**config.mk**
```make
export PLATFORM = sky130hd
export DESIGN_NAME = rom_overlay_ctrl
export DESIGN_NICKNAME = d
export VERILOG_FILES = /design/src/rtl/rom_overlay_pkg.sv /design/src/rtl/ovl_btn_nmi.sv /design/src/rtl/ovl_fetch_toggle.sv /design/src/rtl/ovl_page_snoop.sv /design/src/rtl/rom_overlay_ctrl.sv
export SDC_FILE = /design/constraint.sdc
export NUM_CORES = 1
export LEC_CHECK = 0
export BUFFER_PORTS_ARGS = -buffer_cell sky130_fd_sc_hd__buf_2
export CAP_MARGIN = 20
export CORE_MARGIN = 2
export CORE_UTILIZATION = 40
export DETAILED_ROUTE_END_ITERATION = 8
export PLACE_DENSITY_LB_ADDON = 0.15
export SYNTH_ARGS = -nofsm -noshare
export SYNTH_HDL_FRONTEND = slang
export SYNTH_HIERARCHICAL = 1
export SYNTH_SLANG_ARGS = --single-unit
```
**constraint.sdc**
```tcl
create_clock -name clk -period 3.5 [get_ports clk]
set_input_delay 0.175 -clock clk [delete_from_list [all_inputs] [get_ports clk]]
set_output_delay 0.175 -clock clk [all_outputs]
set_load 0.1 [all_outputs]
```
**src/rtl/rom_overlay_pkg.sv**
```systemverilog
package rom_overlay_pkg;
  localparam int unsigned ADDR_W     = 16;
  localparam int unsigned DATA_W     = 8;
  localparam int unsigned ROM_AW     = 13;
  localparam int unsigned PAGE_W     = 6;
  // overlay region: top address bits equal to zero (0000-3FFF)
  localparam int unsigned REGION_BITS = 2;
  // toggle window: top nibble equal to 3 (3000-3FFF)
  localparam int unsigned WIN_BITS    = 4;
  localparam logic [WIN_BITS-1:0] WIN_TAG = 4'h3;
  // paging command marker on data bits 7:6
  localparam logic [1:0] PAGE_TAG = 2'b10;

  typedef enum logic [1:0] {
    OVL_HOLD   = 2'b00,
    OVL_SET    = 2'b01,
    OVL_INVERT = 2'b10
  } ovl_cmd_e;
endpackage

```
**src/rtl/ovl_btn_nmi.sv**
```systemverilog
module ovl_btn_nmi #(
  parameter int unsigned SYNC_STAGES = 2,
  parameter int unsigned NMI_LEN     = 4
) (
  input  logic clk,
  input  logic rst_n,
  input  logic btn_async,
  output logic press_pulse,
  output logic nmi_o
);
  localparam int unsigned CW = $clog2(NMI_LEN + 1);

  logic [SYNC_STAGES:0] chain_q;
  logic [CW-1:0]        cnt_q;

  generate
    for (genvar i = 0; i <= SYNC_STAGES; i++) begin : g_sync
      always_ff @(posedge clk) begin
        if (!rst_n) chain_q[i] <= 1'b0;
        else if (i == 0) chain_q[i] <= btn_async;
        else chain_q[i] <= chain_q[i-1];
      end
    end
  endgenerate

  assign press_pulse = chain_q[SYNC_STAGES-1] & ~chain_q[SYNC_STAGES];

  always_ff @(posedge clk) begin
    if (!rst_n)           cnt_q <= '0;
    else if (press_pulse) cnt_q <= CW'(NMI_LEN);
    else if (cnt_q != '0) cnt_q <= cnt_q - 1'b1;
  end

  assign nmi_o = (cnt_q != '0);

  assert_nmi_cause_R2: assert property (@(posedge clk) disable iff (!rst_n)
    $rose(nmi_o) |-> $past(press_pulse));
  assert_one_edge_R3: assert property (@(posedge clk) disable iff (!rst_n)
    press_pulse |=> !press_pulse);
endmodule

```
**src/rtl/ovl_fetch_toggle.sv**
```systemverilog
module ovl_fetch_toggle
  import rom_overlay_pkg::*;
(
  input  logic              clk,
  input  logic              rst_n,
  input  logic [ADDR_W-1:0] addr,
  input  logic              m1,
  input  logic              mreq,
  input  logic              rd,
  output logic              toggle_o
);
  logic fetch_cyc, win_fetch, pend_q;

  assign fetch_cyc = m1 & mreq & rd;
  assign win_fetch = fetch_cyc & (addr[ADDR_W-1 -: WIN_BITS] == WIN_TAG);

  always_ff @(posedge clk) begin
    if (!rst_n)         pend_q <= 1'b0;
    else if (win_fetch) pend_q <= 1'b1;
    else if (!fetch_cyc) pend_q <= 1'b0;
  end

  // fires once the fetch strobes have been released
  assign toggle_o = pend_q & ~fetch_cyc;

  assert_toggle_after_R6: assert property (@(posedge clk) disable iff (!rst_n)
    toggle_o |-> !(m1 && mreq && rd));
  assert_toggle_source_R7: assert property (@(posedge clk) disable iff (!rst_n)
    toggle_o |-> $past(m1 && mreq && rd && addr[ADDR_W-1 -: WIN_BITS] == WIN_TAG));
endmodule

```
**src/rtl/ovl_page_snoop.sv**
```systemverilog
module ovl_page_snoop
  import rom_overlay_pkg::*;
(
  input  logic              clk,
  input  logic              rst_n,
  input  logic [ADDR_W-1:0] addr,
  input  logic [DATA_W-1:0] data,
  input  logic              iorq,
  input  logic              wr,
  output logic [PAGE_W-1:0] page_o
);
  logic hit;

  assign hit = iorq & wr & ~addr[ADDR_W-1] & (data[DATA_W-1 -: 2] == PAGE_TAG);

  always_ff @(posedge clk) begin
    if (!rst_n)   page_o <= '0;
    else if (hit) page_o <= data[PAGE_W-1:0];
  end

  assert_page_hold_R8: assert property (@(posedge clk) disable iff (!rst_n)
    !(iorq && wr) |=> $stable(page_o));
endmodule

```
**src/rtl/rom_overlay_ctrl.sv**
```systemverilog
module rom_overlay_ctrl
  import rom_overlay_pkg::*;
#(
  parameter int unsigned NMI_LEN     = 4,
  parameter int unsigned SYNC_STAGES = 2
) (
  input  logic              clk,
  input  logic              rst_n,
  input  logic [15:0]       cpu_addr,
  input  logic [7:0]        cpu_data,
  input  logic              cpu_m1,
  input  logic              cpu_mreq,
  input  logic              cpu_iorq,
  input  logic              cpu_rd,
  input  logic              cpu_wr,
  input  logic              btn_in,
  output logic              nmi_req,
  output logic              rom_sel,
  output logic [12:0]       rom_addr,
  output logic              osrom_off,
  output logic              ram_off,
  output logic [5:0]        page_cfg
);
  logic     press, toggle, ovl_q, in_region;
  ovl_cmd_e cmd;

  ovl_btn_nmi #(.SYNC_STAGES(SYNC_STAGES), .NMI_LEN(NMI_LEN)) u_btn (
    .clk(clk), .rst_n(rst_n), .btn_async(btn_in),
    .press_pulse(press), .nmi_o(nmi_req));

  ovl_fetch_toggle u_tog (
    .clk(clk), .rst_n(rst_n), .addr(cpu_addr), .m1(cpu_m1),
    .mreq(cpu_mreq), .rd(cpu_rd), .toggle_o(toggle));

  ovl_page_snoop u_snoop (
    .clk(clk), .rst_n(rst_n), .addr(cpu_addr), .data(cpu_data),
    .iorq(cpu_iorq), .wr(cpu_wr), .page_o(page_cfg));

  // button press outranks a simultaneous toggle
  always_comb begin
    if (press)       cmd = OVL_SET;
    else if (toggle) cmd = OVL_INVERT;
    else             cmd = OVL_HOLD;
  end

  always_ff @(posedge clk) begin
    if (!rst_n) ovl_q <= 1'b0;
    else begin
      case (cmd)
        OVL_SET:    ovl_q <= 1'b1;
        OVL_INVERT: ovl_q <= ~ovl_q;
        default:    ovl_q <= ovl_q;
      endcase
    end
  end

  assign in_region = (cpu_addr[ADDR_W-1 -: REGION_BITS] == '0);
  assign rom_sel   = ovl_q & cpu_mreq & in_region;
  assign ram_off   = ovl_q & cpu_mreq & in_region;
  assign rom_addr  = cpu_addr[ROM_AW-1:0];
  assign osrom_off = ovl_q;

  assert_press_wins_R9: assert property (@(posedge clk) disable iff (!rst_n)
    press |=> osrom_off);
  assert_ovl_stable_R6: assert property (@(posedge clk) disable iff (!rst_n)
    (!press && !toggle) |=> $stable(osrom_off));
  assert_ram_block_R5: assert property (@(posedge clk) disable iff (!rst_n)
    ram_off |-> (rom_sel && osrom_off));
  assert_region_R4: assert property (@(posedge clk) disable iff (!rst_n)
    rom_sel |-> (cpu_addr < 16'h4000));
endmodule

```
==> metrics.cfg <==
[cells_and_area]
final_util = 0.4813
drive_gt1_frac = 0.3789
nFillCells = 177
final_cell_area_sq_um = 822.0
syn_to_final_growth_pct = 13.67
instances_no_fill = 120
num-nets-final = 132
antenna_cells = 0

[synth]
syn-num-nets = 112
syn_area_per_cell_sq_um = 9.392
yosys_warnings = 6
seq_area_frac_synth = 0.3875
synth_area_leaders = dfxtp_1 39%, buf_4 15%, mux2i_1 9.7%
netlist_instances = 77
netlist_area_sq_um = 723.2
synth.distinct_cells = 22
synth_area_leader_cell = dfxtp_1
synth_top_area_frac = 0.3875
synth-seq-cells = 14

[routing]
vias_per_cell = 4.475
routed_wl_um = 1275
drc_errors = 0
via_count = 537
drt_iter0_drc = 6
avgRoutedWirePerCell_um = 10.63
ant_nets = 0
dr.pass1.iters = 2

[cts]
clk_pin_slew_ns = 0.08
postCtsSetupBuffers = 0
cts_inserted_buffers = 3
ctsResizeCount = 0
cts_hold_buffers = 0
h-tree-depth = 1
clock_path_buffers = 2
cts_sinks = 14
clock_latency_ns = 0.27
cts_tree = yes
cts-root-buf = clkbuf_4

[power]
seq_power_share = 0.406
combinationalPowerShare = 0.401
report.power.total_mw = 0.4460
clockPowerShare = 0.194
vdd_ir_drop_max_mv = 0.3217
power.leakage_nw = 0.4087
switching_power_mw = 0.1776
p_per_area_nw_per_um2 = 542.6
netSwitchingFraction = 0.3981
p_int_mw = 0.2685

[worst_hold_path]
hold_end = u_btn/chain_q[0]$_SDFF_PN0_
holdCritPathClass = input port to flop
min_path_cells = 2
hp-start = btn_in

[die]
initial_utilization = 0.4234
rows = 15
design.die.area_sq_um = 2164
ios = 55
core_sq_um = 1708
die_w_um = 46.52
die_h_um = 46.52

[placed_design]
placed_cells = 117
post-place-ws_ns = 1.984
hpwl_um = 981.4
postPlaceCellArea_sq_um = 799.5
io_buffers = 30
gp_congestion = 0.5701

[timing]
hold_slack_ns = 0.1105
slew_viol_final = 0
worst-slew-pin-transition_ns = 0.4899
setup-tns-final_ns = 0
final-setup-viol-count = 0
fin_worst_skew_ns = 0.002501
max_freq_mhz = 552.0
period_share = 0.5176
grt_setup_unrepaired = false
period_minus_slack_ns = 1.812
hold_viol_final = 0
finalWorstSetupSlack_ns = 1.688
relSlewSlack = 0.6757

[critical_path]
worstSetupEndpointType = output pin
r2r-end = u_btn/cnt_q[0]$_SDFFE_PP0P_
crit_type = flop to output pin
crit_fanout = 4
critPathArrivalTime_ns = 1.64
reg2reg_slack_ns = 2.22
critPathLaunchType = flop
cp.required_ns = 3.32
worstRegToRegCells = 5
reg2reg_from = u_btn/cnt_q[0]$_SDFFE_PP0P_

[global_routing]
antenna_found_initial = 0
grt-ovfl-total = 0
grt_max_degree = 21
grt_pass1_wl_um = 2014
grt_use_total = 0.1348
grt_pass1_vias = 528

[flow_run]
cap_violations = 0

[run_status]
status = completed

-- synthesized netlist by cell type (all sizes together) --
library cell and n:
xnor2 1, a21boi 1, xor2 1, nand4bb 1, nand4 1, nand2b 2, nand4b 1, ha 3
inv 7, mux2i 7, o2111a 1, and3 1, nand2 13, and2 3, o21a 1, nor3 1
nor2 1, a21oi 1, buf 15, dfxtp 14, a31oi 1
-- layout by cell type, fill, tap and decap left out --
master,n
a21boi_1,1
a31oi_1,1
o21a_1,1
and2_1,3
dfxtp_1,14
xor2_1,1
o2111a_1,1
nand4b_4,1
nor2_4,1
nand4bb_1,1
ha_1,3
a21oi_1,1
mux2i_1,7
clkbuf_4,3
xnor2_1,1
buf_2,30
nor3_2,1
inv_1,7
nand4_1,1
nand2_1,13
and3_1,1
nand2b_1,2
-- layer usage --
layer,up-vias,track usage,part of all wire
met2,17,0.2250,0.52
met4,0,0.08000,0
li1,272,-,-
met1,248,0.1449,0.41
met3,0,0.04706,0.069
met5,-,0,0
-- cells by family after synthesis --
family | synth area share
AOI/OAI and AO/OA | 0.05191
xor gates and xnor gates | 0.02423
adders and majority gates | 0.05191
buffers and inverters | 0.1886
DFF | 0.3875
muxes | 0.09689
and+or+nand+nor | 0.1990
-- worst max path at each step --
stage	depth (start not counted)	to	start
floorplan	3	rom_sel	osrom_off$_SDFFE_PN0P_
global placement	5	nmi_req	u_btn/cnt_q[0]$_SDFFE_PP0P_
detailed placement	5	nmi_req	u_btn/cnt_q[0]$_SDFFE_PP0P_
CTS	5	nmi_req	u_btn/cnt_q[0]$_SDFFE_PP0P_
global route	5	nmi_req	u_btn/cnt_q[0]$_SDFFE_PP0P_
finish	5	nmi_req	u_btn/cnt_q[0]$_SDFFE_PP0P_
-- area by class of cell --
class	count	area (sq um)	area share
clock buffers	3	22.52	0.02740
well taps	25	31.28	0.03805
multi-input cells	41	311.5	0.3790
inverters	7	26.28	0.03196
flip-flops and latches	14	280.3	0.3409
repair buffers	30	150.1	0.1826
-- state kept, by name, indices dropped and copies added (netlist names) --
| name | count |
|---|---|
| u_tog/pend_q | 1 |
| u_btn/cnt_q | 3 |
| u_snoop/page_o | 6 |
| u_btn/chain_q | 3 |
| osrom_off | 1 |
-- worst max-delay path: stages (launching register included) --
cell and delay, ns:
dfxtp_1 0.35, inv_1 0.06, ha_1 0.21, ha_1 0.24, inv_1 0.09, buf_2 0.42
-- power groups by stage --
| stage | Combinational (mW) | Sequential, mW | Clock (mW) |
|---|---|---|---|
| after floorplan | 0.197 | 0.194 | 0 |
| after detailed placement | 0.179 | 0.185 | 0 |
| after global placement | 0.172 | 0.184 | 0 |
| after CTS | 0.179 | 0.181 | 0.0923 |
| final | 0.179 | 0.181 | 0.0865 |
| after global routing | 0.195 | 0.183 | 0.0987 |
Note: power is estimated with default switching activity, not from simulation.
